File: config.mk
export PLATFORM = sky130hd
export DESIGN_NAME = htm_line_tracker
export DESIGN_NICKNAME = d
export VERILOG_FILES = /design/src/rtl/htm_line_tracker.sv
export SDC_FILE = /design/constraint.sdc
export NUM_CORES = 1
export LEC_CHECK = 0
export BUFFER_PORTS_ARGS = -buffer_cell sky130_fd_sc_hd__buf_2
export CORE_ASPECT_RATIO = 0.6
export CORE_MARGIN = 2
export CORE_UTILIZATION = 50
export CTS_CLUSTER_DIAMETER = 200
export CTS_CLUSTER_SIZE = 25
export DETAILED_ROUTE_END_ITERATION = 10
export PLACE_DENSITY = 0.64
export REMOVE_ABC_BUFFERS = 1
export SYNTH_ARGS = -nofsm -noshare
export SYNTH_HDL_FRONTEND = slang
export SYNTH_SLANG_ARGS = --single-unit
File: constraint.sdc
create_clock -name clk -period 5.75 [get_ports clk]
set_input_delay 0.2875 -clock clk [delete_from_list [all_inputs] [get_ports clk]]
set_output_delay 0.2875 -clock clk [all_outputs]
set_load 0.03 [all_outputs]
File: src/rtl/htm_line_tracker.sv
module htm_line_tracker #(
  parameter int LINES  = 16,
  parameter int DATA_W = 32,
  localparam int IDX_W = $clog2(LINES)
) (
  input  logic              clk,
  input  logic              rst_n,
  input  logic              req_valid,
  input  logic              req_store,
  input  logic [1:0]        req_cmd,
  input  logic [IDX_W-1:0]  req_idx,
  input  logic [DATA_W-1:0] req_wdata,
  input  logic              snp_inv_valid,
  input  logic [IDX_W-1:0]  snp_inv_idx,
  input  logic              snp_rd_valid,
  input  logic [IDX_W-1:0]  snp_rd_idx,
  output logic              rsp_valid,
  output logic              rsp_hit,
  output logic [DATA_W-1:0] rsp_rdata,
  output logic              rsp_failed,
  output logic [1:0]        rsp_reason,
  output logic              tx_active,
  output logic [LINES-1:0]  line_valid,
  output logic [LINES-1:0]  line_dirty
);

  localparam logic [1:0] CMD_LOAD = 2'b00, CMD_BEGIN = 2'b01, CMD_COMMIT = 2'b10, CMD_ABORT = 2'b11;
  localparam logic [1:0] WHY_INV = 2'b01, WHY_RD = 2'b10;

  logic [DATA_W-1:0] word_q [LINES];
  logic [LINES-1:0]  vld_q, drt_q, rset_q, wset_q;
  logic [LINES-1:0]  vld_n, drt_n, rset_n, wset_n;
  logic              tx_q, tx_n, fail_q, fail_n;
  logic [1:0]        why_q, why_n;
  logic              word_we, hit_now;

  wire is_ld  = req_valid && !req_store && req_cmd == CMD_LOAD;
  wire is_st  = req_valid && req_store;
  wire is_beg = req_valid && !req_store && req_cmd == CMD_BEGIN;
  wire is_cmt = req_valid && !req_store && req_cmd == CMD_COMMIT;
  wire is_abt = req_valid && !req_store && req_cmd == CMD_ABORT;

  wire inv_conf = snp_inv_valid && tx_q && (rset_q[snp_inv_idx] || wset_q[snp_inv_idx]);
  wire rd_conf  = snp_rd_valid && tx_q && wset_q[snp_rd_idx];
  wire fail_now = fail_q || inv_conf || rd_conf;
  wire [1:0] why_now = fail_q ? why_q : inv_conf ? WHY_INV : rd_conf ? WHY_RD : 2'b00;
  wire blocked  = tx_q && fail_now;
  wire discard  = tx_q && (is_abt || (is_cmt && fail_now));
  wire publish  = tx_q && is_cmt && !fail_now;

  always_comb begin
    vld_n   = vld_q;
    drt_n   = drt_q;
    rset_n  = rset_q;
    wset_n  = wset_q;
    tx_n    = tx_q;
    fail_n  = fail_now;
    why_n   = why_now;
    word_we = 1'b0;
    if (snp_inv_valid) begin
      vld_n[snp_inv_idx] = 1'b0;
      drt_n[snp_inv_idx] = 1'b0;
    end
    if (snp_rd_valid && !(tx_q && wset_q[snp_rd_idx]))
      drt_n[snp_rd_idx] = 1'b0;
    hit_now = vld_n[req_idx];
    if (is_ld && !blocked) begin
      if (!hit_now) begin
        vld_n[req_idx] = 1'b1;
        word_we = 1'b1;
      end
      if (tx_q) rset_n[req_idx] = 1'b1;
    end
    if (is_st && !blocked) begin
      vld_n[req_idx] = 1'b1;
      word_we = 1'b1;
      if (tx_q) wset_n[req_idx] = 1'b1;
      else      drt_n[req_idx] = 1'b1;
    end
    if (is_beg && !tx_q) tx_n = 1'b1;
    if (discard) begin
      vld_n  = vld_n & ~wset_q;
      drt_n  = drt_n & ~wset_q;
      rset_n = '0;
      wset_n = '0;
      fail_n = 1'b0;
      why_n  = 2'b00;
      tx_n   = 1'b0;
    end else if (publish) begin
      vld_n  = vld_n | wset_q;
      drt_n  = drt_n | wset_q;
      rset_n = '0;
      wset_n = '0;
      tx_n   = 1'b0;
    end
  end

  always_ff @(posedge clk) begin
    if (!rst_n) begin
      vld_q <= '0; drt_q <= '0; rset_q <= '0; wset_q <= '0;
      tx_q <= 1'b0; fail_q <= 1'b0; why_q <= 2'b00;
      rsp_valid <= 1'b0; rsp_hit <= 1'b0; rsp_rdata <= '0;
      rsp_failed <= 1'b0; rsp_reason <= 2'b00;
    end else begin
      vld_q <= vld_n; drt_q <= drt_n; rset_q <= rset_n; wset_q <= wset_n;
      tx_q <= tx_n; fail_q <= fail_n; why_q <= why_n;
      rsp_valid  <= req_valid;
      rsp_failed <= req_valid && blocked;
      rsp_reason <= (req_valid && blocked) ? why_now : 2'b00;
      rsp_hit    <= (is_ld || is_st) && !blocked && hit_now;
      rsp_rdata  <= (is_ld && !blocked) ? (hit_now ? word_q[req_idx] : req_wdata) : '0;
    end
  end

  always_ff @(posedge clk)
    if (word_we) word_q[req_idx] <= req_wdata;

  assign tx_active  = tx_q;
  assign line_valid = vld_q;
  assign line_dirty = drt_q;

  p_fail_inside_tx_r4: assert property (@(posedge clk) disable iff (!rst_n)
    fail_q |-> tx_q);
  p_sets_idle_r3: assert property (@(posedge clk) disable iff (!rst_n)
    !tx_q |-> (rset_q == '0 && wset_q == '0));
  p_reason_held_r7: assert property (@(posedge clk) disable iff (!rst_n)
    (fail_q && !discard) |=> (fail_q && why_q == $past(why_q)));
  p_flagged_noop_r6: assert property (@(posedge clk) disable iff (!rst_n)
    (rsp_valid && rsp_failed) |-> (!rsp_hit && rsp_rdata == '0 && rsp_reason != 2'b00));
  p_abort_discards_r8: assert property (@(posedge clk) disable iff (!rst_n)
    discard |=> (!tx_q && !fail_q && (vld_q & $past(wset_q)) == '0));
  p_commit_dirty_r9: assert property (@(posedge clk) disable iff (!rst_n)
    publish |=> (!tx_q && (drt_q & $past(wset_q)) == $past(wset_q)));
  p_rsp_next_r2: assert property (@(posedge clk) disable iff (!rst_n)
    req_valid |=> rsp_valid);

endmodule

* After elaboration in Yosys (flattened, before gate mapping) *
Memory sizes are Yosys's and may differ from the RTL's. A register that Yosys moved wholly into a read port is not among the register bits.
Cells that the tools add are included.

word-level totals
  register bits = 73
  RAM bits = 512
  output and inout bits = 70
  memories kept = 1

operators by class
  magnitude comparators = 6
  eq/ne operators = 3
  mux-type cells = 34
  bitwise operators = 16
  reduce and logical (&&, ||, !) cells = 44

memory list
  name    depth  width  rd ports  clocked after Yosys merged registers in  write ports  RTL line  RTL
  word_q  16     32     1         1                                        1            30        logic [DATA_W-1:0] word_q [LINES];

operators by type and width
  kind                  count
  $mux W16              12
  $or A16 B16 Y16       7
  $and A16 B16 Y16      5
  $not A16 Y16          3
  $logic_and A1 B1 Y1   26
  $bmux W1 S4           4
  $lt A4 B5 Y1 const B  3
  $demux W1 S4          3
  $ge A4 B1 Y1 const B  3
  $mux W1               12
  $reduce_and A2 Y1     4
  $logic_not A1 Y1      6
  $mux W2               3
  $logic_or A1 B1 Y1    5
  $eq A2 B2 Y1 const B  2
  $reduce_or A3 Y1      1
  $eq A2 B1 Y1 const B  1
  $logic_not A2 Y1      1
  $reduce_or A2 Y1      1
  $not A1 Y1            1

* Longest topological paths before layout *
  depth after elaboration = 16
  depth in mapped cells = 11

* Worst setup path before layout *
No wires, ideal clock.

  path kind = in2reg
  start = in snp_inv_idx[0]
  end = mem word_q[10][0], enable pin
  library setup time = 0.421 ns
  data arrival time = 3.659 ns
  required time = 5.329 ns
  setup slack = 1.670 ns
  cell stages on the path = 9
  cells stage by stage = buf_2 > or2_2 > o21ai_0 > o22ai_1 > or4_4 > o31ai_4 > nand2_1 > buf_2 > nor2_1

between the ends
  cells in the longest elaborated chain, start to end = 14

RTL lines
  element                                                             RTL line  RTL
  from (decl)                                                         14        input logic [IDX_W-1:0] snp_inv_idx,
  $lt A4 B5 Y1 (implied by the code) or $ge A4 B1 Y1 (tied branches)  61        vld_n[snp_inv_idx] = 1'b0;
  $logic_and A1 B1 Y1 (implied by the code)                           61
  $mux W1 (implied by the code)                                       61
  $demux W1 S4                                                        61
  $not A16 Y16 (no source line)                                       n/a
  $and A16 B16 Y16 (no source line)                                   n/a
  $mux W16                                                            60        if (snp_inv_valid) begin
  $bmux W1 S4                                                         66        hit_now = vld_n[req_idx];
  $mux W1 (implied by the code)                                       66
  $mux W1                                                             68        if (!hit_now) begin
  $mux W1                                                             67        if (is_ld && !blocked) begin
  $mux W1 (*)                                                         74        if (is_st && !blocked) begin
  $mux W1 (*)                                                         116       if (word_we) word_q[req_idx] <= req_wdata;
  $mux W1 (implied by the code) (*)                                   116
  to (decl)                                                           30

Every way passes the cells marked *; elsewhere a longest branch is shown, timed or not. The select of a mux whose other input is x is not followed.

* Final worst setup path *
  start = reg wset_q[3]
  end = mem word_q[3][5], enable pin

between the ends
  cells in the longest elaborated chain, start to end = 13

RTL lines
  element                            RTL line  RTL
  from (decl)                        31        logic [LINES-1:0] vld_q, drt_q, rset_q, wset_q;
  from (signal assigned)             105       vld_q <= vld_n; drt_q <= drt_n; rset_q <= rset_n; wset_q <= wset_n;
  $bmux W1 S4                        43        wire inv_conf = snp_inv_valid && tx_q && (rset_q[snp_inv_idx] || wset_q[snp_inv_idx]);
  $mux W1 (implied by the code)      43
  $logic_or A1 B1 Y1                 43
  $logic_and A1 B1 Y1                43
  $logic_or A1 B1 Y1                 45        wire fail_now = fail_q || inv_conf || rd_conf;
  $logic_or A1 B1 Y1 (*)             45
  $logic_and A1 B1 Y1 (*)            47        wire blocked = tx_q && fail_now;
  $logic_not A1 Y1 (*)               67, 74
  $logic_and A1 B1 Y1                67
  $mux W1                            67
  $mux W1 (*)                        74
  $mux W1 (*)                        116
  $mux W1 (implied by the code) (*)  116

Marks and branches as above.

==> flow_summary.json <==
{
  "status": "finished, final reports clean",
  "synthArstFlopShare_pct": 0,
  "cts-root-buf": "clkbuf_16",
  "slew_viol_final": 0,
  "syn2layout_area_growth_pct": 9.43,
  "via_count": 13900,
  "place_congestion": 0.999,
  "drive_above_1_share_pct": 26.1,
  "yosysWarnings": 0,
  "drv_cap": 0,
  "grt_max_degree": 84,
  "nNetsFinal": 1534,
  "synth_edf_count": 512,
  "fp.dieH_um": 175,
  "arrival_ns": 4.08,
  "grt_pass1_vias": 13200,
  "cp_top_family": "simple AND/OR/NAND/NOR gates",
  "hold_start": "req_valid",
  "final_cell_mix": "edfxtp_1, mux4_2, nand2_1, buf_2, dfxtp_1",
  "grt_usage_pct": 25.9,
  "clk_path_buf_depth": 3,
  "wl_per_cell_um": 30.3,
  "drtIter0Drc": 1680,
  "syn_inst": 1384,
  "dp_hpwl_mm": 42.7,
  "path_class": "flop to flop",
  "drt-total-wl_mm": 65.1,
  "r2r-end": "word_q[3][5]$_DFFE_PP_",
  "r2r_start": "wset_q[3]$_SDFFE_PP0P_",
  "rsz0062_at_grt": "no",
  "hp-class": "input pin to flop",
  "finalCritPeriodShare_pct": 65.4,
  "holdPathStages": 3,
  "r2r_slack_ns": 1.99,
  "finalHoldViolCount": 0,
  "worst_pin_slew_ns": 1.18,
  "crit_required_ns": 6.07,
  "worst_ir_drop_vdd_mv": 0.297,
  "min_period_ns": 3.76,
  "finalSetupViolCount": 0,
  "hold-path-endpoint": "rsp_reason[1]$_SDFF_PN0_",
  "worst_setup_path_start_kind": "flop",
  "p_leak_nw": 8.52,
  "dpl_cell_area_mm2": 0.0258,
  "syn_area_mm2": 0.0244,
  "clk-insertion-delay-late_ns": 0.61,
  "fin_skew_ns": 0.0281,
  "stdcell_area_mm2": 0.0267,
  "drc_errors": 0,
  "dp_slack_ns": 1.68,
  "synth_flop_cell": "edfxtp_1",
  "cts_max_level": 1,
  "antenna_found_initial": 1,
  "tritoncts": "done",
  "critPathMaxStageDelay_ns": 0.88,
  "clock_sinks": 617,
  "via_per_inst": 6.48,
  "setup_tns_ns": 0,
  "clock.fmax_ghz": 0.266,
  "clkTransAtPathRegs_ns": 0.12,
  "ys_ff_latch": 617,
  "netlist-cell-type-count": 50,
  "relSlewSlack_pct": 21.3,
  "cpMaxStageDelayCell": "nor2_4",
  "ios": 122,
  "cp_max_fo": 20,
  "layout_commonest_cell": "edfxtp_1",
  "num-fill-cells": 3710,
  "core_area_mm2": 0.0480,
  "grt_overflow_total": 0,
  "cp_cell_sequence": "mux4_2 -> o21ai_0 -> nor2_1 -> o211a_1 -> o21ai_2 -> nand2_1 -> buf_4 -> nor2_4 -> buf_4",
  "synth.avg_cell_area_um2": 17.6,
  "synth-seq-area-share_pct": 71.7,
  "r2r_cells": 9,
  "drtAntennaViolNets": 0,
  "fp-row-count": 62,
  "cts.repair.resized": 0,
  "p_per_area_mw_per_mm2": 292,
  "port_buffers": 121,
  "initial_core_util_pct": 50.8,
  "cpMostUsedCell": "buf_4",
  "timing.critical_path.buf_inv": 2,
  "die_w_um": 289,
  "numCtsBuffers": 28,
  "grt_pass1_wl_mm": 93.9,
  "cp-end-kind": "flop",
  "finalWorstSetupSlack_ns": 1.99,
  "die_area_mm2": 0.0506,
  "first_pass_iters": 7
}
==> routing by layer <==
metal	vias to the layer above	track usage (%)	part of all wire, %
met5	-	0	0
li1	5764	-	-
met4	0	3.65	1.5
met3	71	7.64	12
met2	786	32.9	39
met1	7271	44.2	48
==> registers in the layout, indices dropped and copies added, names as in the netlist, 2 cells and up <==
register    flops
line_valid     16
line_dirty     16
wset_q         16
rsp_rdata      32
why_q           2
rsp_reason      2
word_q        512
rset_q         16
==> cell type report <==
class | instances | area, um^2 | share of cell area (%)
well taps | 640 | 801 | 3.00
diodes | 1 | 2.50 | 0.00938
inverters | 4 | 15.0 | 0.0563
repair buffers | 158 | 917 | 3.44
multi-input cells | 673 | 6650 | 24.9
clock buffers | 51 | 808 | 3.03
clock inverters | 1 | 8.76 | 0.0328
flip-flops and latches | 617 | 17500 | 65.5
==> repair_timing <==
action / in CTS / in global routing
endpoints found under the hold margin: 1 / 0
endpoints found under the setup margin: 0 / 0
buffers inserted: 0 / 0
hold buffers: 1 / 0
==> where the power goes <==
part / internal [mW] / switching, mW
Sequential: 4.88 / 0.0190
Combinational: 0.204 / 0.381
Clock: 0.962 / 1.33
==> worst min-delay path: stages <==
cell and delay [ns]:
buf_2 0.13, nand2_1 0.13, nor3_1 0.07
==> cell usage after synthesis, types with 3 or more instances <==
cell type | instances | area, um^2
edfxtp_1 | 512 | 15400
mux4_2 | 165 | 3720
nand2_1 | 134 | 503
dfxtp_1 | 105 | 2100
a21oi_1 | 84 | 420
clkbuf_1 | 52 | 195
o21ai_0 | 50 | 250
nor2_1 | 40 | 150
buf_1 | 25 | 93.8
nand3_1 | 23 | 115
o22ai_1 | 22 | 138
nand3b_1 | 18 | 135
a21boi_0 | 16 | 120
a31oi_1 | 16 | 100
o31a_1 | 15 | 131
nor2b_1 | 13 | 81.3
buf_2 | 9 | 45.0
nand4_1 | 9 | 56.3
o2bb2ai_1 | 8 | 70.1
o2bb2ai_2 | 8 | 120
and3_1 | 6 | 37.5
nor3_1 | 5 | 25.0
inv_1 | 4 | 15.0
nand2b_1 | 4 | 25.0
o21ai_1 | 4 | 20.0
a32oi_1 | 3 | 26.3
o221ai_1 | 3 | 26.3
or3b_2 | 3 | 26.3
==> stage by stage <==
step	instances	hold WS, ns	util, %	power [mW]
after floorplan	1294	0.386	-	5.28
after global placement	2091	0.438	53.8	5.57
after detailed placement	2091	0.445	53.8	5.58
after CTS	2144	0.0177	55.6	7.82
after global routing	2145	0.0411	55.6	8.02
final	2145	0.0502	55.6	7.78
==> worst max path at each step <==
stage / from / cells after the start / slack (ns) / endpoint
floorplan: snp_inv_idx[2] / 7 / 1.14 / word_q[15][0]$_DFFE_PP_
global placement: req_idx[3] / 10 / 1.71 / word_q[3][10]$_DFFE_PP_
detailed placement: req_idx[3] / 10 / 1.68 / word_q[3][15]$_DFFE_PP_
CTS: wset_q[2]$_SDFFE_PP0P_ / 9 / 2.08 / word_q[3][5]$_DFFE_PP_
global route: wset_q[15]$_SDFFE_PP0P_ / 9 / 1.88 / word_q[3][4]$_DFFE_PP_
finish: wset_q[3]$_SDFFE_PP0P_ / 9 / 1.99 / word_q[3][5]$_DFFE_PP_
==> cell families after synthesis <==
group / count (synthesis) / synth area share (%)
AOI/OAI and AO/OA: 240 / 6.26
buffers and inverters: 94 / 1.59
DFF: 617 / 71.7
muxes: 165 / 15.2
and+or+nand+nor: 268 / 5.23
(Power assumes the default switching activity.)
